===== src/rtl/xov_pkg.sv =====
package xov_pkg;
    localparam int XOV_LEN_W   = 15;
    localparam int XOV_OFS_W   = 12;
    localparam int XOV_CNT_W   = 11;
    localparam int XOV_PTR_NUM = 5;
    localparam int XOV_ADDR_W  = 32;

    typedef enum logic [1:0] {
        OP_IDLE = 2'd0,
        OP_LOAD = 2'd1,
        OP_DROP = 2'd2,
        OP_MOVE = 2'd3
    } xov_op_e;
endpackage


===== src/rtl/xov_len_ctr.sv =====
module xov_len_ctr #(
    parameter int LEN_W = 15,
    parameter int CNT_W = 11
) (
    input  logic [LEN_W-1:0] len_i,
    input  logic [CNT_W-1:0] bytes_i,
    output logic [LEN_W-1:0] len_next_o,
    output logic             overrun_o
);
    logic [LEN_W-1:0] bytes_ext;

    always_comb begin
        bytes_ext = LEN_W'(bytes_i);
        overrun_o = (bytes_ext > len_i);
        if (overrun_o) begin
            len_next_o = '0;
        end else begin
            len_next_o = len_i - bytes_ext;
        end
    end
endmodule


===== src/rtl/xov_pos_adv.sv =====
module xov_pos_adv #(
    parameter int OFS_W   = 12,
    parameter int CNT_W   = 11,
    parameter int PTR_NUM = 5,
    parameter int PG_W    = 3
) (
    input  logic [OFS_W-1:0] ofs_i,
    input  logic [PG_W-1:0]  page_i,
    input  logic [CNT_W-1:0] bytes_i,
    output logic [OFS_W-1:0] ofs_next_o,
    output logic [PG_W-1:0]  page_next_o
);
    localparam logic [PG_W-1:0] PG_LAST = PG_W'(PTR_NUM - 1);

    logic [OFS_W:0] sum;

    always_comb begin
        sum         = {1'b0, ofs_i} + (OFS_W + 1)'(bytes_i);
        ofs_next_o  = sum[OFS_W-1:0];
        page_next_o = page_i;
        if (sum[OFS_W] && (page_i < PG_LAST)) begin
            page_next_o = page_i + 1'b1;
        end
    end
endmodule


===== src/rtl/xov_addr_sel.sv =====
module xov_addr_sel #(
    parameter int PTR_NUM = 5,
    parameter int PB_W    = 20,
    parameter int OFS_W   = 12,
    parameter int PG_W    = 3
) (
    input  logic [PTR_NUM*PB_W-1:0] ptr_i,
    input  logic [PG_W-1:0]         page_i,
    input  logic [OFS_W-1:0]        ofs_i,
    output logic [PB_W+OFS_W-1:0]   addr_o
);
    logic [PB_W-1:0] ptr_arr [PTR_NUM];
    logic [PB_W-1:0] base;

    for (genvar g = 0; g < PTR_NUM; g++) begin : g_ptr
        assign ptr_arr[g] = ptr_i[g*PB_W +: PB_W];
    end

    always_comb begin
        base = '0;
        for (int i = 0; i < PTR_NUM; i++) begin
            if (page_i == PG_W'(i)) begin
                base = ptr_arr[i];
            end
        end
        addr_o = {base, ofs_i};
    end
endmodule


===== src/rtl/xfer_overlay_adv.sv =====
module xfer_overlay_adv
    import xov_pkg::*;
#(
    parameter  int LEN_W   = XOV_LEN_W,
    parameter  int OFS_W   = XOV_OFS_W,
    parameter  int CNT_W   = XOV_CNT_W,
    parameter  int PTR_NUM = XOV_PTR_NUM,
    parameter  int ADDR_W  = XOV_ADDR_W,
    localparam int PG_W    = $clog2(PTR_NUM),
    localparam int PB_W    = ADDR_W - OFS_W
) (
    input  logic                    clk_i,
    input  logic                    rst_ni,
    input  logic                    load_i,
    input  logic [LEN_W-1:0]        load_len_i,
    input  logic                    load_tog_i,
    input  logic [OFS_W-1:0]        load_ofs_i,
    input  logic [PG_W-1:0]         load_page_i,
    input  logic [PTR_NUM*PB_W-1:0] load_ptr_i,
    input  logic                    adv_i,
    input  logic                    adv_ok_i,
    input  logic [CNT_W-1:0]        adv_bytes_i,
    output logic [LEN_W-1:0]        len_o,
    output logic                    tog_o,
    output logic [OFS_W-1:0]        ofs_o,
    output logic [PG_W-1:0]         page_o,
    output logic [ADDR_W-1:0]       addr_o,
    output logic                    err_o
);
    localparam logic [PG_W-1:0] PG_LAST = PG_W'(PTR_NUM - 1);

    typedef struct packed {
        logic [LEN_W-1:0]        len;
        logic                    tog;
        logic [OFS_W-1:0]        ofs;
        logic [PG_W-1:0]         page;
        logic                    err;
        logic [PTR_NUM*PB_W-1:0] ptr;
    } ovl_t;

    ovl_t    st_d, st_q;
    xov_op_e op;

    logic [LEN_W-1:0] len_sub;
    logic             overrun;
    logic [OFS_W-1:0] ofs_adv;
    logic [PG_W-1:0]  page_adv;

    xov_len_ctr #(
        .LEN_W (LEN_W),
        .CNT_W (CNT_W)
    ) i_len (
        .len_i      (st_q.len),
        .bytes_i    (adv_bytes_i),
        .len_next_o (len_sub),
        .overrun_o  (overrun)
    );

    xov_pos_adv #(
        .OFS_W   (OFS_W),
        .CNT_W   (CNT_W),
        .PTR_NUM (PTR_NUM),
        .PG_W    (PG_W)
    ) i_pos (
        .ofs_i       (st_q.ofs),
        .page_i      (st_q.page),
        .bytes_i     (adv_bytes_i),
        .ofs_next_o  (ofs_adv),
        .page_next_o (page_adv)
    );

    xov_addr_sel #(
        .PTR_NUM (PTR_NUM),
        .PB_W    (PB_W),
        .OFS_W   (OFS_W),
        .PG_W    (PG_W)
    ) i_addr (
        .ptr_i  (st_q.ptr),
        .page_i (st_q.page),
        .ofs_i  (st_q.ofs),
        .addr_o (addr_o)
    );

    always_comb begin
        if (load_i) begin
            op = OP_LOAD;
        end else if (adv_i && adv_ok_i) begin
            op = OP_MOVE;
        end else if (adv_i) begin
            op = OP_DROP;
        end else begin
            op = OP_IDLE;
        end
    end

    always_comb begin
        st_d = st_q;
        unique case (op)
            OP_LOAD: begin
                st_d.len  = load_len_i;
                st_d.tog  = load_tog_i;
                st_d.ofs  = load_ofs_i;
                st_d.page = (load_page_i > PG_LAST) ? PG_LAST : load_page_i;
                st_d.err  = 1'b0;
                st_d.ptr  = load_ptr_i;
            end
            OP_MOVE: begin
                st_d.len  = len_sub;
                st_d.tog  = ~st_q.tog;
                st_d.ofs  = ofs_adv;
                st_d.page = page_adv;
                st_d.err  = st_q.err | overrun;
            end
            OP_DROP: begin
                st_d = st_q;
            end
            default: begin
                st_d = st_q;
            end
        endcase
    end

    always_ff @(posedge clk_i) begin
        if (!rst_ni) begin
            st_q <= '0;
        end else begin
            st_q <= st_d;
        end
    end

    assign len_o  = st_q.len;
    assign tog_o  = st_q.tog;
    assign ofs_o  = st_q.ofs;
    assign page_o = st_q.page;
    assign err_o  = st_q.err;
endmodule


===== config.mk =====
export PLATFORM = sky130hd
export DESIGN_NAME = xfer_overlay_adv
export DESIGN_NICKNAME = d
export VERILOG_FILES = /design/src/rtl/xov_pkg.sv /design/src/rtl/xov_len_ctr.sv /design/src/rtl/xov_pos_adv.sv /design/src/rtl/xov_addr_sel.sv /design/src/rtl/xfer_overlay_adv.sv
export SDC_FILE = /design/constraint.sdc
export NUM_CORES = 1
export LEC_CHECK = 0
export CAP_MARGIN = 20
export CELL_PAD_IN_SITES_DETAIL_PLACEMENT = 1
export CELL_PAD_IN_SITES_GLOBAL_PLACEMENT = 1
export CORE_AREA = 2 2 121 181
export CTS_BUF_LIST = sky130_fd_sc_hd__clkbuf_16
export DETAILED_ROUTE_END_ITERATION = 12
export DIE_AREA = 0 0 123 183
export PLACE_DENSITY = 0.9
export SYNTH_ARGS = -nofsm -noshare
export SYNTH_HDL_FRONTEND = slang
export SYNTH_SLANG_ARGS = --single-unit

===== constraint.sdc =====
create_clock -name clk_i -period 2.75 [get_ports clk_i]
set_input_delay 0.55 -clock clk_i [delete_from_list [all_inputs] [get_ports clk_i]]
set_output_delay 0.55 -clock clk_i [all_outputs]
set_load 0.02 [all_outputs]

; Word-level counts from Yosys, hierarchy flattened
; Cells that the tools add are included.
[classes]
n_addsub = 3
magnitude_cmp = 3
n_eq_ne = 7
n_mux = 12
bitwise_logic = 2
reduce_logical = 5
[op_table]
columns = operator, n
row1 = 20-bit two-way mux, 5
row2 = 32-bit case mux with 2 select lines, 1
row3 = 11-bit by 15-bit greater-than comparator with 1-bit output, 1
row4 = 15-bit two-way mux, 1
row5 = 15-bit by 11-bit subtractor with 15-bit output, 1
row6 = 12-bit by 11-bit adder with 13-bit output, 1
row7 = 3-bit by 2-bit equality test with 1-bit output (second input constant), 2
row8 = 2-bit two-way mux, 3
row9 = 3-bit two-way mux, 2
row10 = 3-bit by 1-bit adder with 3-bit output (second input constant), 1
row11 = 3-bit by 1-bit equality test with 1-bit output (second input constant), 1
row12 = 3-bit equality test (second input constant), 1
row13 = 3-bit greater-than comparator (second input constant), 1
row14 = 3-bit zero test, 1
row15 = 3-bit < comparator (second input constant), 1
row16 = 2-bit by 1-bit equality test with 1-bit output (second input constant), 1
row17 = 2-bit equality test (second input constant), 1
row18 = 1-bit logical AND, 2
row19 = 2-bit by 1-bit != test with 1-bit output (second input constant), 1
row20 = 2-bit AND reduction, 1
row21 = 2-bit nonzero test, 1
row22 = 1-bit inverter, 1
row23 = 1-bit OR, 1
[word_totals]
reg_bits = 132
out_inout_bits = 64
wordCells = 38

; Longest topological paths before layout
; Gate-level depths: netlist (run 1).
[depth]
word_depth = 6
mapped_depth = 9
ltp_nobuf = 9

; Cells and area by module
; From an unflattened synthesis (run 1), not the netlist that was laid out.
[unflattened]
cells_unflattened = 809
hier_area_um2 = 7786.2
[modules_own_cells]
columns = module, n_inst, cells_per_inst, area_per_inst_um2, seq_area_each_um2
row1 = xfer_overlay_adv, 1, 498, 5400.2, 2642.5
row2 = xov_addr_sel, 1, 130, 1003.5, 0.0
row3 = xov_len_ctr, 1, 108, 755.7, 0.0
row4 = xov_pos_adv, 1, 73, 626.9, 0.0

; Worst setup path after synthesis (run 1)
; Ideal clock, no wire load.
[synth_path]
kind = flip-flop to output port
from = register st_q (netlist bit page_o[1])
to = output addr_o[12]
arrival_ns = 2.030
t_required_ns = 2.200
slack_ns = 0.170
path_stages_with_launch = 9
n_path_buf = 1
path_cell_list = dfxtp_1 > inv_1 > ha_1 > nor3b_1 > clkbuf_1 > a222oi_1 > nor3_1 > a21oi_1 > o21ai_0
[synth_between]
elab_chain_len = 6
elab_cells_between_ends = 10
[synth_rtl]
columns = item, line_no
row1 = from (decl), xfer_overlay_adv.sv:41  ; ovl_t st_d, st_q;
row2 = from (signal assigned), xfer_overlay_adv.sv:127  ; st_q <= st_d;
row3 = 3-bit zero test, xov_addr_sel.sv:22  ; if (page_i == PG_W'(i)) begin
row4 = 20-bit two-way mux (4 in a row), xov_addr_sel.sv:22
row5 = 20-bit two-way mux *, xov_addr_sel.sv:22
row6 = to (decl), xfer_overlay_adv.sv:27  ; output logic [ADDR_W-1:0] addr_o,
; Mark *: on every way between the ends. The rest lies on a longest branch, timed or not.

; Worst setup path in the final report (run 1)
[layout_path]
from = register st_q (netlist bit page_o[0])
to = output addr_o[20]
; Same word-level chain as after synthesis.

==> results.yml, run 1 <==
outcome:
  status: "finished with violations"
  violations: "negative setup slack"
logic_synthesis:
  synth_flop_cell: "dfxtp_1"
  synth_xor_area_share_pct: 1.94
  synth_seq_cells: 132
  synthSimpleGateAreaFrac_pct: 20.0
  postSynthAreaPerCell_um2: 8.92
  synth_cells: 808
  synth.mux.area_fraction_pct: 14.0
  netlist_area_um2: 7210
  synth_compound_area_share_pct: 16.5
  ys_seq_area_share_pct: 36.7
  synth_top_family_by_area: "simple AND/OR/NAND/NOR gates"
  synth_fp_nets: 984
  ys_types: 54
  async_reset_ff_share_pct: 0
  synth_edf_count: 0
  synth-adder-area-share_pct: 5.24
  synth_warnings: 0
setup_path:
  r2r_slack_ps: 420
  setup.worst_path.class: "reg -> out"
  cp_max_fo: 7
  arrival_ps: 2470
  cp.required_ps: 2200
  start_kind: "register"
  worst_setup_path_end_kind: "output pin"
layout:
  fill_cells: 2386
  num-nets-final: 1219
  final_area_um2: 10600
  area_growth_pct: 47.8
  seqCellArea_um2: 2650
  drive_gt1_share_pct: 15.2
  final_util_pct: 50.7
  multiInputGateArea_um2: 4270
clock_network:
  clk_pin_slew_ps: 60
  cts_hold_buf: 0
  numCtsBuffers: 17
  root_buffer: "clkbuf_16"
  clock_path_buffers: 2
  cts_tree: "yes"
  clock_sinks: 132
  htreeDepth: 4
  insertion_delay_ps: 430
detailed_routing:
  routedWlPerCell_um: 20.3
  drc: 0
  dr.first_iter.drc_count: 404
  first_pass_iters: 5
  drt-total-wl_mm: 26.9
  ant_nets: 0
  via_per_inst: 5.28
  dr_total_vias: 7000
sta:
  min_period_ps: 3020
  worst_pin_slew_ps: 948
  hold_viol_final: 0
  skew_ps: 10.3
  slew_violations: 0
  max_freq_ghz: 0.331
  setup_ws_ps: -272
  slew-limit-headroom_pct: 36.8
  fin_crit_sh_pct: 110
  rsz0062_at_grt: "yes"
  finalSetupViolCount: 20
global_routing:
  antenna_found_initial: 1
  grt_pass1_vias: 7878
  grt_max_degree: 62
  grt-ovfl-total: 0
  grt_pass1_wl_mm: 41.1
  grt_use_total_pct: 24.0
power_and_ir_drop:
  power_uw: 6020
  p_leak_uw: 0.00448
  powerDensity_nw_per_um2: 565
  irDropWorstVdd_mv: 0.507
floorplan:
  dieWidth_um: 123
  num_rows: 65
  initial_core_util_pct: 34.3
  pin_count: 211
  core_region_area_um2: 21000
  die_y_um: 183
  die-area_um2: 22500
placement:
  dp_hpwl_mm: 19.8
  placed_area_um2: 9890
  portBuffers: 210
  gp_congestion: 0.904
run:
  max_cap_violations: 0
hold_path:
  min_path_type: "in -> reg"
## layout by cell type (no fill, tap or decap), drive strengths merged, types with 21 or more instances in the layout
cell | netlist | final
inv | 22 | 31
nor2 | 33 | 33
buf | 27 | 95
mux2i | 101 | 101
clkdlybuf4s50 | 0 | 188
nor3 | 31 | 31
ha | 27 | 27
nor2b | 117 | 117
a222oi | 21 | 21
dfxtp | 132 | 132
nand2 | 48 | 48
o21ai | 42 | 42
a21oi | 49 | 49
## stage by stage
stage	hold slack, ps	setup TNS (ps)	worst slack, ps	std cells
6_report	461	-2970	-272	1325
3_5_place_dp	506	-8180	-338	1284
2_1_floorplan	482	0	170	808
3_3_place_gp	496	-5300	-242	1284
5_1_grt	498	-4710	-292	1325
4_1_cts	458	-3140	-306	1323
## sequential cells by signal, indices dropped and copies added, names as in the netlist
name,flops
page_o,3
st_q,100
ofs_o,12
err_o,1
len_o,15
tog_o,1
## cells in the mapped netlist (all sizes together), types with 2 or more instances
cell type,count,area (um^2)
and2,4,25.0
o21ai,42,210
a222oi,21,210
a221oi,8,101
o21a,5,45.0
o31ai,3,22.5
a21o,3,22.5
inv,22,82.6
a211oi,8,60.1
nor2b,117,732
dfxtp,132,2640
o311ai,2,17.5
o211ai,10,75.1
or3,3,18.8
nor4,2,12.5
a31oi,2,12.5
clkbuf,41,154
a21oi,49,253
nand2,48,180
nor2,33,124
nand3,8,40.0
nor3,31,155
buf,27,161
nand2b,5,38.8
fa,2,40.0
mux2i,101,1010
and3,9,56.3
ha,27,338
xnor2,11,96.3
a21boi,2,15.0
o211a,5,50.1
xor2,5,43.8
nor3b,4,30.0
nand4,5,31.3
## layout make-up
class                      count  area share, %
multi-input combinational    586           40.1
timing repair buffer         284           25.2
sequential                   132           24.9
clock buffer                  17           4.00
tap                          268           3.15
clock inverter                15           1.73
inverter                      22          0.823
antenna                        1         0.0235
## worst max-delay path, stage by stage (launching register included)
cell and delay (ps):
dfxtp_4 390, inv_4 60, ha_4 150, nor3b_4 170, clkbuf_16 160, a222oi_1 470, nor3_1 120, a21oi_1 260
o21ai_1 100, buf_4 160
## report_power, final
| group | internal [uW] | switching (uW) |
|---|---|---|
| Sequential | 2030 | 92.7 |
| Clock | 1380 | 1000 |
| Combinational | 771 | 734 |
## logic make-up (layout without fill, tap and decap cells)
kind of cell    after synthesis  in the layout
xor+xnor                     16             16
fa+ha+maj                    29             29
mux                         101            101
simple gates                269            269
buf+inv                      90            338
compound gates              171            171
other cells                   0              1
flops                       132            132
## per-layer routing
metal	vias up	global-route usage (%)	wire length (um)
li1	3336	-	-
met1	3368	21.4	8810
met2	222	47.5	15300
met3	74	5.60	1580
met4	0	13.1	1190
met5	-	0	0
## path summary, 6_finish.rpt
path	from	end	depth (start not counted)
worst max-delay path	page_o[0]	addr_o[20]	9
worst min-delay path	load_i	len_o[5]	3
worst min register to register	st_q[43]	st_q[43]	2
worst max register to register	len_o[0]	len_o[14]	9
## what timing repair did
action                     in CTS  in global routing
gates cloned                    2                  1
pin swaps                      32                 24
setup endpoints to repair      20                 23
resized for setup             148                 22
setup buffers                   6                  1
No activity file was read; power rests on OpenSTA's default activity.
==> run 2, diff against run 1 <==
--- a/config.mk
+++ b/config.mk
@@ -16,3 +16,4 @@
 export SYNTH_ARGS = -nofsm -noshare
 export SYNTH_HDL_FRONTEND = slang
 export SYNTH_SLANG_ARGS = --single-unit
+export TNS_END_PERCENT = 50
==> results.yml, run 2 (synthesis gave the netlist of run 1 again) <==
floorplan:
  num_rows: 65
  die_y_um: 183
  initial_core_util_pct: 34.3
  die-area_um2: 22500
  core_region_area_um2: 21000
  dieWidth_um: 123
  pin_count: 211
layout:
  num-nets-final: 1216
  area_growth_pct: 46.8
  largest_reg_flops: 100
  drive_gt1_share_pct: 14.5
  layout.cells.most_common_list: "clkdlybuf4s50_1 (188), dfxtp_1 (129), nor2b_1 (116)"
  largest_register: "st_q"
  final_common_cell: "clkdlybuf4s50_1"
  final_util_pct: 50.4
run:
  max_cap_violations: 0
sta:
  finalSetupViolCount: 19
  setup_ws_ps: -253
  skew_ps: 8.17
  min_period_ps: 3000
  slew-limit-headroom_pct: 37.3
  slew_violations: 0
  rsz0062_at_grt: "yes"
  worst_pin_slew_ps: 940
  max_freq_ghz: 0.333
  fin_crit_sh_pct: 109
  hold_viol_final: 0
clock_network:
  insertion_delay_ps: 430
  clock_path_buffers: 2
  htreeDepth: 4
  root_buffer: "clkbuf_16"
  cts_tree: "yes"
  clk_pin_slew_ps: 60
  clock_sinks: 132
  numCtsBuffers: 17
global_routing:
  grt-ovfl-total: 0
  antenna_found_initial: 3
  grt_max_degree: 62
  grt_pass1_vias: 7868
  grt_use_total_pct: 23.9
  grt_pass1_wl_mm: 41.0
detailed_routing:
  dr_total_vias: 7006
  via_per_inst: 5.29
  first_pass_iters: 6
  ant_nets: 0
  drt-total-wl_mm: 26.7
  routedWlPerCell_um: 20.1
  drc: 0
  dr.first_iter.drc_count: 407
setup_path:
  cp_cell_sequence: "inv_4 -> ha_2 -> nor3b_4 -> buf_12 -> buf_6 -> a222oi_1 -> nor3_1 -> a21oi_1 -> o21ai_1 -> buf_4"
  max_stage_delay_ps: 390
  setup.worst_path.class: "reg -> out"
  critPathTopFamily: "compound AO/OA/AOI/OAI gates"
  arrival_ps: 2450
  worst_setup_path_end_kind: "output pin"
  cp_max_fo: 17
  start_kind: "register"
  critPathSlowestCell: "dfxtp_4"
  cp_num_buf_inv: 4
  cp.required_ps: 2200
power_and_ir_drop:
  irDropWorstVdd_mv: 0.503
  powerDensity_nw_per_um2: 564
  p_leak_uw: 0.00447
outcome:
  violations: "negative setup slack"
  status: "finished with violations"
placement:
  dp_hpwl_mm: 19.8
  portBuffers: 210
  gp_congestion: 0.904
  dp_worst_setup_slack_ps: -338
hold_path:
  min_path_type: "in -> reg"
[run 2: changes by cell type in the layout (fill, tap and decap cells not counted), sizes merged]
cell   delta
buf       -3
diode     +2
[run 2: routing by layer]
| metal | track usage, % | vias up | share of wire (%) |
|---|---|---|---|
| met3 | 5.60 | 74 | 5.3 |
| met4 | 13.8 | 0 | 5.0 |
| li1 | - | 3335 | - |
| met5 | 0 | - | 0 |
| met2 | 47.1 | 230 | 57 |
| met1 | 21.2 | 3367 | 33 |
[run 2: what timing repair did]
| action | in CTS | in global routing |
|---|---|---|
| setup buffers | 2 | 4 |
| endpoints found under the setup margin | 20 | 23 |
| gates cloned | 2 | 0 |
| pin swaps | 22 | 15 |
| resized for setup | 107 | 42 |
| hold buffers | 0 | 0 |
[run 2: worst paths after layout]
check        slack, ps      start          to  cells after the start
max               -250  page_o[0]  addr_o[16]                     10
min                460     load_i    len_o[5]                      3
max reg2reg        400   len_o[0]   len_o[14]                      9
min reg2reg        520   st_q[84]    st_q[84]                      2
[run 2: where the power goes]
| part | internal (uW) | switching, uW |
|---|---|---|
| Clock | 1380 | 998 |
| Combinational | 740 | 720 |
| Sequential | 2030 | 92.4 |
[run 2: area by class of cell]
cell class                      instances  area [um^2]
Fill cell                            2396        10400
Multi-Input combinational cell        586         4250
Sequential cell                       132         2650
Timing Repair Buffer                  281         2640
Clock buffer                           17          425
Tap cell                              268          335
Clock inverter                         15          184
Inverter                               22         85.1
Antenna cell                            3         7.51
[run 2: stage by stage]
step / std cells / hold WS (ps) / setup TNS, ps / power [uW] / area (um^2)
2_1_floorplan: 808 / 482 / 0 / 2910 / 7210
3_3_place_gp: 1284 / 496 / -5300 / 3570 / 9890
3_5_place_dp: 1284 / 506 / -8180 / 3620 / 9890
4_1_cts: 1319 / 458 / -3950 / 6030 / 10600
5_1_grt: 1323 / 498 / -4320 / 6240 / 10600
6_report: 1324 / 462 / -1940 / 5970 / 10600
[run 2: worst min-delay path: stages]
cell,delay [ps]
buf_6,130
a221oi_2,70
nor2b_1,90
==> run 3, diff against run 2 <==
--- a/config.mk
+++ b/config.mk
@@ -8,10 +8,10 @@
 export CAP_MARGIN = 20
 export CELL_PAD_IN_SITES_DETAIL_PLACEMENT = 1
 export CELL_PAD_IN_SITES_GLOBAL_PLACEMENT = 1
-export CORE_AREA = 2 2 121 181
+export CORE_AREA = 2 2 147 149
 export CTS_BUF_LIST = sky130_fd_sc_hd__clkbuf_16
 export DETAILED_ROUTE_END_ITERATION = 12
-export DIE_AREA = 0 0 123 183
+export DIE_AREA = 0 0 149 151
 export PLACE_DENSITY = 0.9
 export SYNTH_ARGS = -nofsm -noshare
 export SYNTH_HDL_FRONTEND = slang
==> results.yml, run 3 (synthesis gave the netlist of run 1 again) <==
outcome:
  status: "finished with violations"
  violations: "negative setup slack"
setup_path:
  r2r-start: "ofs_o[0]"
  setup.worst_path.class: "reg -> out"
  cp_common_cell: "buf_4"
  max_stage_delay_ps: 370
  cp_max_fo: 4
  worst_setup_path_end_kind: "output pin"
  cp.required_ps: 2200
  r2r_slack_ps: 220
  start_kind: "register"
  critPathSlowestCell: "nor3b_4"
  cp_cell_sequence: "inv_2 -> buf_4 -> ha_4 -> nor3b_4 -> buf_4 -> a222oi_1 -> nor3_1 -> a21oi_1 -> o21ai_0 -> buf_2"
  arrival_ps: 2470
  r2r-end: "page_o[0]"
  reg2regPathDepth: 7
global_routing:
  grt_max_degree: 117
  grt_pass1_vias: 7608
  grt_pass1_wl_mm: 44.3
  antenna_found_initial: 10
  grt-ovfl-total: 0
  grt_use_total_pct: 25.6
layout:
  drive_gt1_share_pct: 13.3
  final_common_cell: "clkdlybuf4s50_1"
  largest_reg_flops: 100
  area_growth_pct: 46.1
  final_area_um2: 10500
  fin_cells: 1329
  layout.cells.most_common_list: "clkdlybuf4s50_1 (188), dfxtp_1 (129), nor2b_1 (116)"
  final_util_pct: 50.6
  num-nets-final: 1211
  largest_register: "st_q"
sta:
  rsz0062_at_grt: "yes"
  worst_pin_slew_ps: 558
  slew-limit-headroom_pct: 62.8
  slew_violations: 0
  fin_crit_sh_pct: 110
  skew_ps: 11.1
  finalSetupViolCount: 25
  fin_hold_ws_ps: 512
  hold_viol_final: 0
  min_period_ps: 3020
  setup_ws_ps: -271
  max_freq_ghz: 0.331
hold_path:
  min_path_type: "in -> reg"
  whs_path_depth: 3
  hp-start: "rst_ni"
  hold_path_end: "len_o[11]"
clock_network:
  htreeDepth: 4
  clk_pin_slew_ps: 60
  cts_hold_buf: 0
  insertion_delay_ps: 430
  numCtsBuffers: 17
  clock_sinks: 132
  clock_path_buffers: 2
  cts_tree: "yes"
  root_buffer: "clkbuf_16"
floorplan:
  num_rows: 53
  pin_count: 211
  initial_core_util_pct: 34.6
  dieWidth_um: 149
  core_region_area_um2: 20800
  die_y_um: 151
  die-area_um2: 22500
detailed_routing:
  ant_nets: 0
  via_per_inst: 5.45
  drc: 0
  routedWlPerCell_um: 22.5
  drt-total-wl_mm: 29.8
  dr_total_vias: 7238
  dr.first_iter.drc_count: 604
  first_pass_iters: 6
power_and_ir_drop:
  irDropWorstVdd_mv: 0.458
  powerDensity_nw_per_um2: 576
  p_leak_uw: 0.00442
placement:
  placed_area_um2: 9850
  placedCellCount: 1284
  gp_congestion: 0.859
  portBuffers: 210
  dp_hpwl_mm: 19.7
run:
  max_cap_violations: 0
[run 3: changes by cell type in the layout (fill, tap and decap cells not counted), moves of 3 or more]
cell and change:
a21oi_2 -3, buf_6 -3, nor3_1 +4, a21oi_1 +3, o21ai_0 +3, inv_8 -4
o21ai_1 -3, diode_2 +3, buf_2 -5, nor3_2 -4
[run 3: where the power goes]
part	switching, uW	total, uW	internal (uW)
clock	992	2420	1430
combinational	746	1490	743
sequential	110	2150	2040
total	1850	6060	4210
[run 3: how the worst max path moves through the flow]
stage | start | end | slack (ps)
6_report | page_o[1] | addr_o[25] | -270
5_1_grt | page_o[1] | addr_o[17] | -350
4_1_cts | page_o[1] | addr_o[26] | -170
3_5_place_dp | adv_bytes_i[0] | ofs_o[10] | -370
3_3_place_gp | page_o[1] | addr_o[24] | -730
2_1_floorplan | page_o[1] | addr_o[12] | 170
[run 3: per-layer routing]
layer,vias to the layer above,global-route usage (%),share of wire [%]
met5,-,0,0.15
met4,8,9.24,3.3
met3,66,6.72,7.0
met2,290,43.6,49
met1,3541,31.3,41
li1,3333,-,-
[run 3: layout make-up]
class | instances | area, um^2
inverters | 22 | 82.6
repair buffers | 276 | 2620
multi-input cells | 586 | 4220
clock buffers | 17 | 425
well taps | 275 | 344
flip-flops and latches | 132 | 2650
fillers | 2376 | 10300
clock inverters | 15 | 179
diodes | 6 | 15.0
[run 3: per-stage QoR]
step                      setup WS, ps  TNS [ps]  total power, uW
after floorplan                    170         0             2910
after global placement            -734    -16570             3530
after detailed placement          -368     -9420             3590
after CTS                         -168     -2060             5990
after global routing              -348     -6190             6260
final                             -271     -3430             6060
[run 3: what timing repair did]
action	in CTS	in global routing
gates cloned	2	1
pin swaps	10	18
buffers inserted	5	7
resized for setup	111	27
endpoints found under the setup margin	20	28
[run 3: critical path: cells and delay by family, from the launching register on]
family                   cells  cell delay [ps]
buffers and inverters        4              570
AND/OR/NAND/NOR              2              600
adder cells (fa/ha/maj)      1              140
flip-flops                   1              320
AO/OA/AOI/OAI                3              380
